### config.mk
export PLATFORM = sky130hd
export DESIGN_NAME = eprom_mode_decode
export DESIGN_NICKNAME = d
export VERILOG_FILES = /design/src/rtl/eprom_pkg.sv /design/src/rtl/eprom_mode_decode.sv
export SDC_FILE = /design/constraint.sdc
export NUM_CORES = 1
export LEC_CHECK = 0
export ABC_AREA = 1
export BUFFER_PORTS_ARGS = -buffer_cell sky130_fd_sc_hd__buf_2
export CAP_MARGIN = 30
export CORE_AREA = 2 2 39 41
export CTS_BUF_LIST = sky130_fd_sc_hd__clkbuf_4 sky130_fd_sc_hd__clkbuf_8 sky130_fd_sc_hd__clkbuf_16
export DETAILED_ROUTE_END_ITERATION = 12
export DIE_AREA = 0 0 41 43
export HOLD_SLACK_MARGIN = 0.12
export PLACE_DENSITY_LB_ADDON = 0.08
export SLEW_MARGIN = 20
export SYNTH_ARGS = -nofsm -noshare
export SYNTH_HDL_FRONTEND = slang
export SYNTH_SLANG_ARGS = --single-unit
### constraint.sdc
create_clock -name clk -period 0.8 [get_ports clk]
set_clock_uncertainty 0.05 [all_clocks]
set_input_delay 0.04 -clock clk [delete_from_list [all_inputs] [get_ports clk]]
set_output_delay 0.04 -clock clk [all_outputs]
set_load 0.05 [all_outputs]
### src/rtl/eprom_pkg.sv
// Package: shared mode encoding for the EPROM control model.
package eprom_pkg;
    typedef enum logic [3:0] {
        M_STANDBY,
        M_READ,
        M_DISABLE,
        M_IDENT,
        M_WPROG,
        M_VERIFY,
        M_OPTVER,
        M_INHIBIT,
        M_PSET,
        M_PLATCH,
        M_PPROG,
        M_PVERIFY,
        M_PIDLE
    } mode_e;
endpackage

### src/rtl/eprom_mode_decode.sv
// Module: eprom_mode_decode
// Decodes the sampled bus state into one operating mode. It holds the sticky
// page-mode flag.
// Assumes: oe_hv means output enable is above logic high, so it counts as high.
module eprom_mode_decode
    import eprom_pkg::*;
(
    input  logic  clk,
    input  logic  rst_n,
    input  logic  ce_n,
    input  logic  oe_n,
    input  logic  oe_hv,
    input  logic  a9_hv,
    input  logic  vpp_hv,
    output mode_e mode,
    output logic  page_on
);
    logic page_q;
    logic oe_high;

    assign oe_high = oe_n | oe_hv;
    assign page_on = page_q;

    // Sticky page flag: armed by the high-voltage strobe, dropped when the supply goes.
    always_ff @(posedge clk) begin
        if (!rst_n)                        page_q <= 1'b0;
        else if (!vpp_hv)                  page_q <= 1'b0;
        else if (ce_n && oe_hv)            page_q <= 1'b1;
    end

    // Mode selection from the enables, the high-voltage flags and the page flag.
    always_comb begin
        mode = M_STANDBY;
        if (!vpp_hv) begin
            if (ce_n)            mode = M_STANDBY;
            else if (oe_high)    mode = M_DISABLE;
            else if (a9_hv)      mode = M_IDENT;
            else                 mode = M_READ;
        end else if (ce_n && oe_hv) begin
            mode = M_PSET;
        end else if (page_q) begin
            if (!ce_n && oe_hv)        mode = M_PLATCH;
            else if (!ce_n && oe_high) mode = M_PPROG;
            else if (ce_n && !oe_high) mode = M_PVERIFY;
            else                       mode = M_PIDLE;
        end else begin
            if (!ce_n && oe_hv)        mode = M_INHIBIT;
            else if (!ce_n && oe_n)    mode = M_WPROG;
            else if (ce_n && !oe_n)    mode = M_VERIFY;
            else if (!ce_n && !oe_n)   mode = M_OPTVER;
            else                       mode = M_INHIBIT;
        end
    end


    page_arm_chk: assert property (@(posedge clk) disable iff (!rst_n)
        (vpp_hv && ce_n && oe_hv) |=> page_q);

    page_drop_chk: assert property (@(posedge clk) disable iff (!rst_n)
        !vpp_hv |=> !page_q);
endmodule

---- After elaboration in Yosys (flattened, before gate mapping) ----
Cells that the tools add are included.
word-level totals
  flip-flop bits (word level) ............. 1
  output and inout port bits .............. 5
  logic and storage cells ................. 26
  bits of input ports ..................... 7
operators by class
  bitwise operators ....................... 1
  mux-type cells .......................... 13
  reduce and logical (&&, ||, !) cells .... 11
operators by type and width
  cell                 count
  2-bit 2-to-1 mux     6
  4-bit 2-to-1 mux     3
  3-bit 2-to-1 mux     3
  1-bit logical AND    7
  1-bit logical NOT    3
  2-bit AND reduction  1
  1-bit 2-to-1 mux     1
  1-bit OR             1

---- Depth between registers and ports, before layout ----
Gate-level depths: netlist (run 1).
  depth in word-level cells ............... 9
  mapped depth ............................ 6

---- Least setup slack after synthesis (run 1) ----
No wires, ideal clock.
  kind .................................... register -> output
  start ................................... register page_q, in the netlist page_on
  end ..................................... output port mode[1]
  stages on the path, launching flop included .. 5
  data arrival time ....................... 1670 ps
  data required time ...................... 710 ps
  setup slack ............................. -960 ps
  buffers on the path ..................... 0
  path through ............................ dfxtp_1 -> nand2_1 -> nor2_1 -> nor2_1 -> a21oi_1
between the ends
  longest elaborated chain between the ends .. 3
RTL lines
  item                    line                     RTL
  start, declared         eprom_mode_decode.sv:18  logic page_q;
  start signal, assigned  eprom_mode_decode.sv:26  if (!rst_n) page_q <= 1'b0;
  start signal, assigned  eprom_mode_decode.sv:27  else if (!vpp_hv) page_q <= 1'b0;
  start signal, assigned  eprom_mode_decode.sv:28  else if (ce_n && oe_hv) page_q <= 1'b1;
  4-bit 2-to-1 mux        eprom_mode_decode.sv:41  end else if (page_q) begin
  4-bit 2-to-1 mux        eprom_mode_decode.sv:39  end else if (ce_n && oe_hv) begin
  4-bit 2-to-1 mux        eprom_mode_decode.sv:34  if (!vpp_hv) begin
  end, declared           eprom_mode_decode.sv:15  output mode_e mode,
No other way between the ends.

---- Final worst setup path (run 1) ----
Ends and elaborated chain as after synthesis.

==> results of run 1 <==
## metrics by stage
stage / util / power [mW] / std cells / cell area [sq um]
6_report: 0.347 / 0.364 / 67 / 480
5_1_grt: 0.347 / 0.387 / 67 / 480
4_1_cts: 0.329 / 0.345 / 66 / 455
3_5_place_dp: 0.241 / 0.276 / 65 / 333
3_3_place_gp: 0.241 / 0.276 / 65 / 333
2_1_floorplan: - / 0.195 / 31 / 205
## layer usage
layer | track usage | wire length (um) | up-vias | part of all wire
met5 | 0 | 0 | - | 0
met4 | 0 | 0 | 0 | 0
met3 | 0.00524 | 42 | 0 | 0.072
met2 | 0.125 | 300 | 8 | 0.52
met1 | 0.108 | 237 | 105 | 0.41
li1 | - | - | 139 | -
## worst max-delay path: cells and delay by family, from the launching register on
kind                   cells  cell delay (ns)
flip-flops                 1             0.34
AO/OA/AOI/OAI              2             0.30
AND/OR/NAND/NOR            1             0.10
buffers and inverters      1             0.17
## placed cells by master, fill, tap and decap left out
| master | n |
|---|---|
| buf_4 | 7 |
| nand2_1 | 6 |
| buf_6 | 6 |
| nor2_4 | 4 |
| nor2_2 | 4 |
| inv_1 | 3 |
| buf_2 | 3 |
| buf_8 | 3 |
| inv_2 | 2 |
| a21oi_4 | 2 |
| nand3_2 | 2 |
| nand3_1 | 1 |
| nand2_2 | 1 |
| a21oi_1 | 1 |
| nand2_4 | 1 |
| o21ai_4 | 1 |
| nor2_1 | 1 |
| ha_4 | 1 |
| dfxtp_4 | 1 |
| buf_12 | 1 |
## cell families after synthesis
kind of cell / Yosys count / share of synthesized area
buffers and inverters: 5 / 0.120
and+or+nand+nor: 20 / 0.520
adders and majority gates: 1 / 0.0800
DFF: 1 / 0.128
AOI/OAI and AO/OA: 4 / 0.152
## power groups by stage
stage / clock network, mW / registers, mW / logic [mW]
after floorplan: 0 / 0.0594 / 0.136
after detailed placement: 0 / 0.0534 / 0.223
after global routing: 0 / 0.0544 / 0.332
after CTS: 0 / 0.0542 / 0.291
after global placement: 0 / 0.0533 / 0.223
final: 0 / 0.0542 / 0.310
## worst paths after layout
check / start / depth (start not counted) / end
min: rst_n / 3 / page_on
max: page_on / 4 / mode[1]
min reg2reg: page_on / 4 / page_on
max reg2reg: page_on / 4 / page_on
## cell type report
cell class              instances  area (sq um)  share of cell area
inverters                       5          18.8              0.0391
multi-input cells              25           218               0.453
flip-flops and latches          1          23.8              0.0495
well taps                      16          20.0              0.0417
repair buffers                 20           200               0.417
## what timing repair did
item,4_1_cts,5_1_grt
resized for setup,27,5
setup buffers,1,1
cloned,0,0
setup endpoints to repair,5,5
pin swaps,10,6
==> results.toml, run 1 <==
[sta]
max-slew-margin-rel = 0.842
min_period_ns = 1.01
fin_crit_sh = 1.26
achievable-frequency_ghz = 0.994
timing_hold_violations_final = 0
timing_max_transition_violations_final = 0
timing.final.ws_setup_ns = -0.206
actual_slew_at_the_worst_max_slew_pin_ns = 0.237
rsz0062_at_grt = "true"
setup-violations-final = 5
worst_hold_slack_ns = 0.214
totalNegativeSetupSlack_ns = -0.765

[detailed_routing]
wire_per_inst_um = 8.66
routed_wl_um = 580
drt_first_pass_iters = 1
drtIter0Drc = 0
detail_route.vias_per_cell = 3.76
drc_errors = 0
antenna_violating_nets_post_route = 0
vias = 252

[worst_setup_path]
cp_max_fo = 3
timing.critical_path.cells = "a21oi_4 -> nand3_2 -> a21oi_4 -> buf_6"
critical_path_required_ns = 0.71
critPathMaxStageDelay_ns = 0.34
slowest_stage_cell_cp = "dfxtp_4"
timing.critical_path.to_type = "output pin"
critical_path_arrival_ns = 0.92
cpMostUsedCell = "a21oi_4"
path_class = "reg2out"
startpoint_type_of_the_worst_setup_path = "flop"
r2r_slack_ns = -0.12

[floorplan]
std_cell_rows = 14
fp.dieW_um = 41
die_footprint_sq_mm = 0.00176
top_level_ports = 12
initial_utilization = 0.113
core_sq_mm = 0.00138
dieHeight_um = 43

[pwr]
power.switching_mw = 0.169
switching_share = 0.463
pwr-share-seq = 0.149
power_report.internal_total_mw = 0.196
pwr-share-comb = 0.851
irDropWorstVdd_mv = 0.321
power_frac_clock = 0
powerDensity_mw_per_mm2 = 759
leakage_nw = 0.221

[global_routing]
grt_max_degree = 6
antenna_found_initial = 0
global_route_wire_length_before_repair_um = 986
vias_in_the_first_global_route = 232
globalRouteOverflowTotal = 0
globalRouteTotalUtil = 0.0749

[status]
violations_in_the_final_reports = "negative setup slack"
status = "finished with violations"

[clock_tree]
worst_skew_pair.late_latency_ns = 0
clkSlewWorstSetupHoldPaths_ns = 0
cts_hold_repair.buffers = 0

[logic_synthesis]
async_reset_ff_frac = 0
yosys_warnings = 0
number_of_enable_type_register_cells_in_the_synthesized_netlist = 0
synthesis.area_per_instance_sq_um = 5.05
yosys_cell_types = 11
yosys-top-cells-count = "nand2_1, nor2_1, inv_1, nand3_1"
synth.net_count = 39
yosys_register_bits = 1
post_synth_instance_area_sq_um = 156
postSynthCellCount = 31
synth.top_cells.by_area = "nand2_1, nor2_1, dfxtp_1"
ys.flop_type = "dfxtp_1"
yosysTopAreaCell = "nand2_1"
synth_top_area_frac = 0.192
synth_sequential_area_ratio = 0.128

[placed_design]
globalplace.congestion = 0.692
detailedPlacementHpwl_um = 471
setup_slack_placement_ns = -0.355
io_buffer_count = 11

[cells_and_area]
largest_register_ff_count = 1
filler_cell_count = 147
layout_cell_share_with_drive_strength_beyond_1 = 0.765
synthesis_to_layout_area_growth_pct = 207
antenna_cells = 0
final_nets = 61

[worst_hold_path]
min_path_type = "in2reg"

[flow_run]
maxCapViolations = 0
Power figures use the tool's default switching activity.
==> inputs of run 2 (changes only) <==
--- a/config.mk
+++ b/config.mk
@@ -8,10 +8,10 @@
 export ABC_AREA = 1
 export BUFFER_PORTS_ARGS = -buffer_cell sky130_fd_sc_hd__buf_2
 export CAP_MARGIN = 30
-export CORE_AREA = 2 2 39 41
+export CORE_AREA = 8 8 45 47
 export CTS_BUF_LIST = sky130_fd_sc_hd__clkbuf_4 sky130_fd_sc_hd__clkbuf_8 sky130_fd_sc_hd__clkbuf_16
 export DETAILED_ROUTE_END_ITERATION = 12
-export DIE_AREA = 0 0 41 43
+export DIE_AREA = 0 0 53 55
 export HOLD_SLACK_MARGIN = 0.12
 export PLACE_DENSITY_LB_ADDON = 0.08
 export SLEW_MARGIN = 20
==> run 2 against run 1 <==
The run still ends with negative setup slack left; first-iteration DRC count is 4 higher; total power is 3.6% lower; combinational power is 4% lower; worst setup slack worse by 0.0083 ns; routed wire length is 22% higher; critical path depth stayed put; core utilization is 1.4 points lower; global-route usage is 2.5 points lower; hold slack better by 0.0057 ns; sequential share of layout area is 0.22 points higher; critical path type unchanged.
==> results.toml, run 2 (synthesis gave the netlist of run 1 again) <==
[status]
status = "finished with violations"
violations_in_the_final_reports = "negative setup slack"

[cells_and_area]
final_nets = 61
mostFrequentLayoutCell = "buf_4"
layout.cells.most_common_list = "buf_4, nand2_1, buf_6"
synthesis_to_layout_area_growth_pct = 194
largest_register_ff_count = 1
finish.utilization = 0.333
filler_cell_count = 159
layout_cell_share_with_drive_strength_beyond_1 = 0.725
antenna_cells = 0

[sta]
max-slew-margin-rel = 0.834
achievable-frequency_ghz = 0.986
rsz0062_at_grt = "true"
setup-violations-final = 5
timing.final.ws_setup_ns = -0.214
fin_crit_sh = 1.27
actual_slew_at_the_worst_max_slew_pin_ns = 0.248
timing_max_transition_violations_final = 0
min_period_ns = 1.01
timing_hold_violations_final = 0

[worst_hold_path]
min_path_type = "in2reg"

[clock_tree]
clkSlewWorstSetupHoldPaths_ns = 0
cts_hold_repair.buffers = 0
worst_skew_pair.late_latency_ns = 0

[placed_design]
detailedPlacementHpwl_um = 576
io_buffer_count = 11
setup_slack_placement_ns = -0.379
globalplace.congestion = 0.700

[detailed_routing]
drtIter0Drc = 4
drt_first_pass_iters = 2
routed_wl_um = 710
drc_errors = 0
vias = 266
wire_per_inst_um = 10.6
detail_route.vias_per_cell = 3.97
antenna_violating_nets_post_route = 0

[pwr]
power_report.internal_total_mw = 0.185
irDropWorstVdd_mv = 0.369
power.switching_mw = 0.166
pwr-share-comb = 0.847
powerDensity_mw_per_mm2 = 763
leakage_nw = 0.218
switching_share = 0.474
pwr-share-seq = 0.153
power_frac_clock = 0

[worst_setup_path]
cp_max_fo = 4
timing.critical_path.to_type = "output pin"
path_class = "reg2out"
startpoint_type_of_the_worst_setup_path = "flop"
critical_path_arrival_ns = 0.92
critical_path_required_ns = 0.71

[global_routing]
vias_in_the_first_global_route = 276
global_route_wire_length_before_repair_um = 1180
globalRouteTotalUtil = 0.0502
grt_max_degree = 6
antenna_found_initial = 0
globalRouteOverflowTotal = 0

[floorplan]
std_cell_rows = 14
core_sq_mm = 0.00138
initial_utilization = 0.113
dieHeight_um = 55
top_level_ports = 12
fp.dieW_um = 53
die_footprint_sq_mm = 0.00292

[flow_run]
maxCapViolations = 0
[run 2: cell count changes in the layout (fill, tap and decap cells not counted)]
cell    before  now
buf_12       1    0
buf_2        3    4
nor2_1       1    3
nor2_2       4    2
[run 2: layout make-up]
cell class | count | area [sq um] | share of cell area
Inverter | 5 | 18.8 | 0.0408
Multi-Input combinational cell | 25 | 213 | 0.462
Sequential cell | 1 | 23.8 | 0.0516
Tap cell | 16 | 20.0 | 0.0435
Timing Repair Buffer | 20 | 185 | 0.402
[run 2: power by group through the flow]
stage                     Sequential [mW]  Combinational, mW  Clock [mW]
final                              0.0536              0.298           0
after global routing               0.0542              0.317           0
after global placement             0.0533              0.229           0
after floorplan                    0.0594              0.136           0
after detailed placement           0.0534              0.230           0
after CTS                          0.0540              0.287           0
[run 2: stage by stage]
stage | hold WS (ns) | total power [mW] | TNS (ns) | cells | area [sq um]
after floorplan | 0.0995 | 0.195 | -0.863 | 31 | 205
after global placement | 0.211 | 0.282 | -1.06 | 66 | 340
after detailed placement | 0.223 | 0.283 | -1.07 | 66 | 340
after CTS | 0.224 | 0.341 | -0.563 | 66 | 435
after global routing | 0.240 | 0.372 | -0.811 | 67 | 460
final | 0.219 | 0.351 | -0.644 | 67 | 460
[run 2: routing by layer]
layer	wire length [um]	share of wire	vias to the layer above	global-route usage
li1	-	-	136	-
met1	292	0.41	122	0.0634
met2	368	0.52	8	0.0898
met3	49	0.069	0	0.0107
met4	0	0	0	0
met5	0	0	-	0
[run 2: critical path, stage by stage, from the launching register on]
cell and delay (ns):
dfxtp_4 0.34, a21oi_4 0.15, nand3_2 0.11, a21oi_4 0.16, buf_6 0.17
[run 2: final timing paths]
check                              from  slack (ns)  depth (start not counted)  endpoint
worst min register to register  page_on        0.57                          3   page_on
worst max-delay path            page_on       -0.21                          4   mode[1]
worst max register to register  page_on       -0.02                          3   page_on
worst min-delay path              rst_n        0.22                          3   page_on
[run 2: what timing repair did]
item / CTS / global route
setup endpoints to repair: 5 / 5
pin swaps: 10 / 5
setup buffers: 0 / 2
gates resized for setup: 23 / 5
==> inputs of run 3 (changes only) <==
--- a/config.mk
+++ b/config.mk
@@ -8,8 +8,10 @@
 export ABC_AREA = 1
 export BUFFER_PORTS_ARGS = -buffer_cell sky130_fd_sc_hd__buf_2
 export CAP_MARGIN = 30
+export CELL_PAD_IN_SITES_DETAIL_PLACEMENT = 1
+export CELL_PAD_IN_SITES_GLOBAL_PLACEMENT = 1
 export CORE_AREA = 8 8 45 47
-export CTS_BUF_LIST = sky130_fd_sc_hd__clkbuf_4 sky130_fd_sc_hd__clkbuf_8 sky130_fd_sc_hd__clkbuf_16
+export CTS_BUF_LIST = sky130_fd_sc_hd__clkbuf_4
 export DETAILED_ROUTE_END_ITERATION = 12
 export DIE_AREA = 0 0 53 55
 export HOLD_SLACK_MARGIN = 0.12
==> run 3 against run 2 <==
The run still ends with negative setup slack left; global-route usage rose by 0.49 points; final cell count rose by 3.0%; total power rose by 4.3%; largest cell class unchanged.
==> results.toml, run 3 (synthesis gave the netlist of run 1 again) <==
[detailed_routing]
detail_route.vias_per_cell = 4.00
drtIter0Drc = 3
antenna_violating_nets_post_route = 0
routed_wl_um = 793
wire_per_inst_um = 11.5
drt_first_pass_iters = 2
vias = 276
drc_errors = 0

[sta]
actual_slew_at_the_worst_max_slew_pin_ns = 0.188
timing_hold_violations_final = 0
rsz0062_at_grt = "true"
worst_hold_slack_ns = 0.231
max-slew-margin-rel = 0.874
timing.final.ws_setup_ns = -0.208
timing_max_transition_violations_final = 0
fin_crit_sh = 1.26
achievable-frequency_ghz = 0.992
setup-violations-final = 5
min_period_ns = 1.01

[clock_tree]
cts_hold_repair.buffers = 0
clkSlewWorstSetupHoldPaths_ns = 0
worst_skew_pair.late_latency_ns = 0

[pwr]
powerDensity_mw_per_mm2 = 770
p_total_mw = 0.366
leakage_nw = 0.224
irDropWorstVdd_mv = 0.319

[global_routing]
vias_in_the_first_global_route = 307
global_route_wire_length_before_repair_um = 1310
grt_max_degree = 6
globalRouteOverflowTotal = 0
globalRouteTotalUtil = 0.0551
antenna_found_initial = 0

[cells_and_area]
antenna_cells = 0
multi_input_area_sq_um = 214
final_nets = 63
synthesis_to_layout_area_growth_pct = 204
layout_cell_share_with_drive_strength_beyond_1 = 0.755
seqCellArea_sq_um = 23.8
layout.cell_area.non_filler_sq_um = 475
layout.cells.most_common_list = "buf_6, buf_4, nand2_1"
largest_register_ff_count = 1
mostFrequentLayoutCell = "buf_6"
finish.utilization = 0.344
filler_cell_count = 177

[worst_setup_path]
r2r_end = "page_on"
crit-reg2reg-launch = "page_on"
critical_path_required_ns = 0.71
timing.reg2reg.worst_path_depth = 4
critical_path_arrival_ns = 0.92
timing.critical_path.to_type = "output pin"
critPathMaxStageDelay_ns = 0.17
r2r_slack_ns = -0.09
worst_path_dominant_cell_family = "buffers and inverters"
slowest_stage_cell_cp = "a21oi_2"
timing.critical_path.cells = "buf_6 -> nor2_4 -> buf_4 -> buf_4 -> nand2_1 -> a21oi_2 -> a21oi_4 -> buf_6"
startpoint_type_of_the_worst_setup_path = "input port"
path_buf_inv = 4
cp_max_fo = 2
path_class = "in2out"

[worst_hold_path]
timing.hold.worst.start = "rst_n"
worstHoldPathCells = 3
worstHoldEndpoint = "page_on"
min_path_type = "in2reg"

[status]
violations_in_the_final_reports = "negative setup slack"
status = "finished with violations"

[placed_design]
setup_slack_placement_ns = -0.399
detailed_place.area_sq_um = 348
detailedPlacementHpwl_um = 626
io_buffer_count = 11
globalplace.congestion = 0.687

[floorplan]
top_level_ports = 12
fp.dieW_um = 53
core_sq_mm = 0.00138
die_footprint_sq_mm = 0.00292
initial_utilization = 0.113
dieHeight_um = 55
std_cell_rows = 14

[flow_run]
maxCapViolations = 0
-- run 3: worst max-delay path by stage --
stage | startpoint | endpoint | slack (ns) | depth (start not counted)
after global placement | oe_hv | mode[1] | -0.38 | 8
after detailed placement | oe_hv | mode[1] | -0.40 | 8
after global routing | page_on | mode[1] | -0.25 | 4
final | oe_hv | mode[1] | -0.21 | 8
after floorplan | page_on | mode[1] | -0.31 | 3
after CTS | oe_n | mode[1] | -0.25 | 8
-- run 3: cell type report --
class	instances	share of cell area
timing repair buffer	22	0.418
multi-input combinational	25	0.450
tap	16	0.0421
sequential	1	0.0500
inverter	5	0.0395
-- run 3: power breakdown --
group	switching (mW)	internal, mW	total (mW)
combinational	0.170	0.143	0.313
sequential	0.00282	0.0507	0.0535
clock	0	0	0
total	0.173	0.193	0.366
-- run 3: timing repair --
| action | 4_1_cts | 5_1_grt |
|---|---|---|
| setup buffers | 1 | 1 |
| pin swaps | 7 | 9 |
| endpoints found under the setup margin | 5 | 6 |
| resized for setup | 20 | 8 |
-- run 3: per-layer routing --
metal | routed length, um | global-route usage | vias to the layer above
met3 | 54 | 0.0107 | 0
met2 | 431 | 0.111 | 9
met1 | 307 | 0.0605 | 127
met4 | 0 | 0 | 0
li1 | - | - | 140
met5 | 0 | 0 | -
-- run 3: stage by stage --
stage | std cells | setup TNS [ns]
final | 69 | -0.759
after global routing | 69 | -0.932
after CTS | 68 | -0.679
after detailed placement | 67 | -1.12
after global placement | 67 | -1.10
after floorplan | 31 | -0.863
-- run 3: tightest hold or removal path, stage by stage --
cell,delay [ns]
buf_2,0.09
nand2_1,0.07
nor2_2,0.04
